--- config.mk ---
export PLATFORM = sky130hd
export DESIGN_NAME = xpoint_ctrl
export DESIGN_NICKNAME = d
export VERILOG_FILES = /design/src/rtl/xpoint_pkg.sv /design/src/rtl/xpoint_ctrl_seq.sv /design/src/rtl/xpoint_ctrl_store.sv /design/src/rtl/xpoint_ctrl.sv
export SDC_FILE = /design/constraint.sdc
export NUM_CORES = 1
export LEC_CHECK = 0
export BUFFER_PORTS_ARGS = -buffer_cell sky130_fd_sc_hd__buf_4
export CAP_MARGIN = 25
export CELL_PAD_IN_SITES_DETAIL_PLACEMENT = 1
export CELL_PAD_IN_SITES_GLOBAL_PLACEMENT = 1
export CORE_ASPECT_RATIO = 0.9
export CORE_MARGIN = 10
export CORE_UTILIZATION = 30
export DETAILED_ROUTE_END_ITERATION = 16
export PLACE_DENSITY_LB_ADDON = 0.05
export SYNTH_ARGS = -nofsm -noshare
export SYNTH_HDL_FRONTEND = slang
export SYNTH_SLANG_ARGS = --single-unit
--- constraint.sdc ---
create_clock -name clk -period 5.3 [get_ports clk]
set_input_delay 1.59 -clock clk [delete_from_list [all_inputs] [get_ports clk]]
set_output_delay 1.59 -clock clk [all_outputs]
set_load 0.05 [all_outputs]
--- src/rtl/xpoint_pkg.sv ---
package xpoint_pkg;
  // Per-cycle commands from the sequencer to the node store
  typedef struct packed {
    logic shadowWr;  // write dataIn into the addressed shadow bit
    logic liveLoad;  // copy the shadow stage into the live stage and open the gap
    logic gapHold;   // keep makes suppressed this cycle
  } xpCtrl_t;
endpackage

--- src/rtl/xpoint_ctrl_seq.sv ---
module xpoint_ctrl_seq
  import xpoint_pkg::*;
#(
  parameter int BBM_CYCLES = 3
) (
  input  logic    clk,
  input  logic    rstN,
  input  logic    csN,
  input  logic    rdWr,
  input  logic    strobe1N,
  input  logic    strobe2N,
  input  logic    liveDiff,
  output xpCtrl_t ctl
);
  localparam int CNT_W = $clog2(BBM_CYCLES + 1);
  localparam logic [CNT_W-1:0] GAP_LOAD = CNT_W'(BBM_CYCLES);
  localparam logic [CNT_W-1:0] GAP_ONE  = CNT_W'(1);

  logic s1Q;
  logic s2Q;
  logic [CNT_W-1:0] gapCnt;
  logic wrSel;
  logic s1Active;
  logic xferActive;

  // Strobe history: a low level now or in the previous cycle keeps the stage open,
  // so the rising edge that ends a pulse still performs one final load.
  always_ff @(posedge clk or negedge rstN) begin
    if (!rstN) begin
      s1Q    <= 1'b1;
      s2Q    <= 1'b1;
      gapCnt <= '0;
    end else begin
      s1Q <= strobe1N;
      s2Q <= strobe2N;
      if (ctl.liveLoad) begin
        gapCnt <= GAP_LOAD;
      end else if (gapCnt != '0) begin
        gapCnt <= gapCnt - GAP_ONE;
      end
    end
  end

  always_comb begin
    wrSel        = !csN && !rdWr;
    s1Active     = !strobe1N || !s1Q;
    xferActive   = !strobe2N || !s2Q;
    ctl.shadowWr = wrSel && s1Active;
    ctl.liveLoad = xferActive && liveDiff;
    ctl.gapHold  = (gapCnt > GAP_ONE) && !ctl.liveLoad;
  end
endmodule

--- src/rtl/xpoint_ctrl_store.sv ---
module xpoint_ctrl_store
  import xpoint_pkg::*;
#(
  parameter int X_BITS = 2,
  parameter int Y_BITS = 3
) (
  input  logic                                clk,
  input  logic                                rstN,
  input  xpCtrl_t                             ctl,
  input  logic                                csN,
  input  logic                                rdWr,
  input  logic [X_BITS-1:0]                   addrX,
  input  logic [Y_BITS-1:0]                   addrY,
  input  logic                                dataIn,
  output logic                                liveDiff,
  output logic [(1<<(X_BITS+Y_BITS))-1:0]     liveState,
  output logic [(1<<(X_BITS+Y_BITS))-1:0]     switchEn,
  output logic                                dataOut,
  output logic                                dataOe
);
  localparam int SEL_W = X_BITS + Y_BITS;
  localparam int NODES = 1 << SEL_W;

  logic [SEL_W-1:0] nodeSel;
  logic [NODES-1:0] wrMask;
  logic [NODES-1:0] shadowQ;
  logic [NODES-1:0] shadowNext;
  logic [NODES-1:0] liveQ;
  logic [NODES-1:0] enQ;

  assign nodeSel = {addrY, addrX};

  // One-hot write decode, one term per node
  for (genvar n = 0; n < NODES; n++) begin : g_dec
    assign wrMask[n] = ctl.shadowWr && (nodeSel == SEL_W'(n));
  end

  assign shadowNext = (shadowQ & ~wrMask) | (wrMask & {NODES{dataIn}});

  always_ff @(posedge clk or negedge rstN) begin
    if (!rstN) begin
      shadowQ <= '0;
      liveQ   <= '0;
      enQ     <= '0;
    end else begin
      shadowQ <= shadowNext;
      if (ctl.liveLoad) begin
        liveQ <= shadowQ;
        enQ   <= enQ & shadowQ;      // breaks now, makes deferred
      end else if (ctl.gapHold) begin
        enQ   <= enQ & liveQ;
      end else begin
        enQ   <= liveQ;
      end
    end
  end

  assign liveDiff  = (shadowQ != liveQ);
  assign liveState = liveQ;
  assign switchEn  = enQ;
  assign dataOe    = rstN && !csN && rdWr;
  assign dataOut   = dataOe && liveQ[nodeSel];
endmodule

--- src/rtl/xpoint_ctrl.sv ---
module xpoint_ctrl
  import xpoint_pkg::*;
#(
  parameter int X_BITS     = 2,
  parameter int Y_BITS     = 3,
  parameter int BBM_CYCLES = 3
) (
  input  logic                            clk,
  input  logic                            rstN,
  input  logic                            csN,
  input  logic                            rdWr,
  input  logic                            strobe1N,
  input  logic                            strobe2N,
  input  logic [X_BITS-1:0]               addrX,
  input  logic [Y_BITS-1:0]               addrY,
  input  logic                            dataIn,
  output logic                            dataOut,
  output logic                            dataOe,
  output logic [(1<<(X_BITS+Y_BITS))-1:0] switchEn
);
  localparam int NODES = 1 << (X_BITS + Y_BITS);

  xpCtrl_t          ctl;
  logic             liveDiff;
  logic [NODES-1:0] liveState;

  xpoint_ctrl_seq #(.BBM_CYCLES(BBM_CYCLES)) u_seq (
    .clk      (clk),
    .rstN     (rstN),
    .csN      (csN),
    .rdWr     (rdWr),
    .strobe1N (strobe1N),
    .strobe2N (strobe2N),
    .liveDiff (liveDiff),
    .ctl      (ctl)
  );

  xpoint_ctrl_store #(.X_BITS(X_BITS), .Y_BITS(Y_BITS)) u_store (
    .clk       (clk),
    .rstN      (rstN),
    .ctl       (ctl),
    .csN       (csN),
    .rdWr      (rdWr),
    .addrX     (addrX),
    .addrY     (addrY),
    .dataIn    (dataIn),
    .liveDiff  (liveDiff),
    .liveState (liveState),
    .switchEn  (switchEn),
    .dataOut   (dataOut),
    .dataOe    (dataOe)
  );
endmodule

==> results.yml <==
synthesis:
  synth_nets: 415
  synth_top_area_share_pct: 50.8
  avgSynthCellArea_um2: 12.1
  synthTopCellsByArea: "dfrtp_1 51%, mux2_2 15%, mux2i_1 6.8%, xor2_1 6.0%, nand2_1 5.3%"
  synth_area_mm2: 0.00483
  synthSimpleGateAreaFrac_pct: 9.19
  synthAdderAreaFrac_pct: 0.518
  ys.flop_type: "dfrtp_1"
  synth_top_family_by_area: "multiplexers"
  ys_top_cells_by_count: "98 x dfrtp_1, 68 x nand2_1, 64 x mux2_2"
  synthArstFlopShare_pct: 100
  synth.most_common_cell: "dfrtp_1"
  synth-xor-area-share_pct: 5.98
  ys_ff_latch: 100
  synth.distinct_cells: 30
  ys.warnings.count: 0
  synth_compound_area_share_pct: 4.04
  synth_enable_flop_cells: 0
  synth_top_area_cell: "dfrtp_1"
  synth_mux_area_share_pct: 26.3
  yosysSeqAreaShare_pct: 51.8
  synthCells: 401
cts:
  clk_pin_slew_ns: 0.06
  cts.sinks: 100
  cts_resized: 0
  htree_num_levels: 3
  clk_latency_ns: 0.35
  cts_buffer_depth: 2
  numCtsBuffers: 9
  root_buffer: "clkbuf_16"
  cts_setup_buffers: 0
  ctsHoldBuffers: 0
  cts_tree: "yes"
power:
  vdd_ir_drop_max_uv: 172
  power_density_mw_per_mm2: 313
  total_power_w: 0.00177
  p_leak_nw: 2.69
route:
  routedWlPerCell_um: 20.9
  totalWireLength_mm: 13.6
  viasPerCell: 4.95
  ant_nets: 0
  first_pass_iters: 4
  num_vias: 3214
  drc: 0
  drt_iter0_drc: 96
critical_path:
  path_max_fanout: 13
  cp_num_buf_inv: 2
  critPathTopFamily: "multiplexers"
  crit_required_ns: 3.71
  start_kind: "input port"
  critPathLaunch: "addrX[1]"
  rr_endpoint: "u_store.liveState[12]$_DFFE_PN0N_"
  r2r-start: "u_store.liveState[31]$_DFFE_PN0N_"
  arrival_ns: 3.49
  crit_chain: "buf_4 > mux4_1 > mux4_2 > nor2b_1 > a31oi_1 > nor3_1 > buf_4"
  cpPeakStageDelay_ns: 0.59
  endpoint_kind: "output pin"
  path_depth: 7
  reg2regPathDepth: 6
  slowest_stage: "mux4_1"
  worstSetupPathType: "in2out"
  cp_common_cell: "buf_4"
  regToRegSetupSlack_ns: 2.36
  crit_end: "dataOut"
floorplanning:
  core-area_mm2: 0.0156
  io_pins: 46
  die_area_mm2: 0.0216
  die_x_um: 154
  start_util_pct: 31.0
  dieHeight_um: 140
  rows: 43
layout:
  final_util_pct: 36.2
  multi_input_area_mm2: 0.00223
  diodes: 0
  syn_to_final_growth_pct: 16.8
  regArea_mm2: 0.00250
  n_fill_cell: 1728
  drive_gt1_share_pct: 30.9
  nNetsFinal: 457
  layout.cells.non_filler: 649
hold_path:
  hp-class: "reg2reg"
timing:
  finalSetupTns_ns: 0
  min_period_ns: 5.08
  worst_slew_pin_slew_ns: 0.787
  slew_violations: 0
  setup_viol: 0
  hold_viol: 0
  rsz0062_at_grt: "no"
  fin_skew_ns: 0.00709
  min_period_over_period_pct: 95.9
  slew_headroom_pct: 47.5
  whs_ns: 0.537
  fmax_mhz: 197
placement:
  portBuffers: 45
  hpwl_mm: 9.93
  place.gp.congestion: 0.791
  dp.cells: 634
global_route:
  grt_pass1_wl_mm: 22.0
  grt_pass1_vias: 3545
  grt_max_degree: 60
  gr-total-overflow: 0
  antenna_found_initial: 0
  track_usage_pct: 13.0
flow_run:
  drv_cap: 0
outcome:
  status: "completed"
kinds of logic after synthesis:
family                   count (synthesis)
AO/OA/AOI/OAI                           37
XOR/XNOR                                33
adder cells (fa/ha/maj)                  2
buffers and inverters                   21
flip-flops                             100
multiplexers                           106
AND/OR/NAND/NOR                        102
layer usage:
metal / share of wire, % / global-route usage [%] / routed length (µm) / up-vias
met1: 48 / 17.3 / 6570 / 1672
met4: 1.4 / 3.73 / 193 / 0
met5: 0 / 0 / 0 / -
met3: 3.5 / 3.52 / 481 / 15
met2: 47 / 20.1 / 6320 / 38
li1: - / - / - / 1489
worst register-to-register path: stages (launching register included):
cell and delay, ns:
dfrtp_1 0.45, xor2_1 0.22, nor4_1 0.54, nand4_1 0.27, o21ai_4 0.52, buf_4 0.43
mux2_2 0.40
through the flow:
stage / setup slack (ns) / area, µm²
finish: 0.216 / 5640
global route: 0.128 / 5640
CTS: 0.209 / 5640
detailed placement: 0.225 / 5390
global placement: 0.256 / 5390
floorplan: 0.270 / 4830
where the power goes:
part           total [W]  leakage, nW  internal [W]  switching [W]
clock network   0.000603        0.131      0.000312       0.000291
registers       0.000913         1.35      0.000826      0.0000876
logic           0.000253         1.21      0.000123       0.000130
cells in the final DEF (no fill, tap or decap), drive strengths merged, types with 2 or more instances in the layout:
master and n:
buf 50, clkbuf 9, clkinv 5, dfrtp 98, dfstp 2, ha 2
inv 2, mux2 64, mux2i 33, mux4 9, nand2 68, nand2b 4
nand4 2, nor2 8, nor2b 5, nor3 4, nor4 8, o21ai 33
xor2 33
cell type report:
type,count,area share [%]
clock buffers,9,3.99
clock inverters,6,0.576
inverters,2,0.133
multi-input cells,280,39.6
flip-flops and latches,100,44.4
well taps,202,4.48
repair buffers,50,6.87
worst min-delay path by stage:
stage	startpoint	to	depth (start not counted)
2_1_floorplan	u_seq.gapCnt[1]$_DFFE_PN0P_	u_seq.gapCnt[1]$_DFFE_PN0P_	2
3_3_place_gp	u_seq.gapCnt[1]$_DFFE_PN0P_	u_seq.gapCnt[1]$_DFFE_PN0P_	2
3_5_place_dp	u_seq.gapCnt[1]$_DFFE_PN0P_	u_seq.gapCnt[1]$_DFFE_PN0P_	2
4_1_cts	u_seq.gapCnt[1]$_DFFE_PN0P_	u_seq.gapCnt[1]$_DFFE_PN0P_	2
5_1_grt	u_store.switchEn[18]$_DFF_PN0_	u_store.switchEn[18]$_DFF_PN0_	2
6_report	u_seq.gapCnt[1]$_DFFE_PN0P_	u_seq.gapCnt[1]$_DFFE_PN0P_	2
Power figures use the tool's default switching activity.
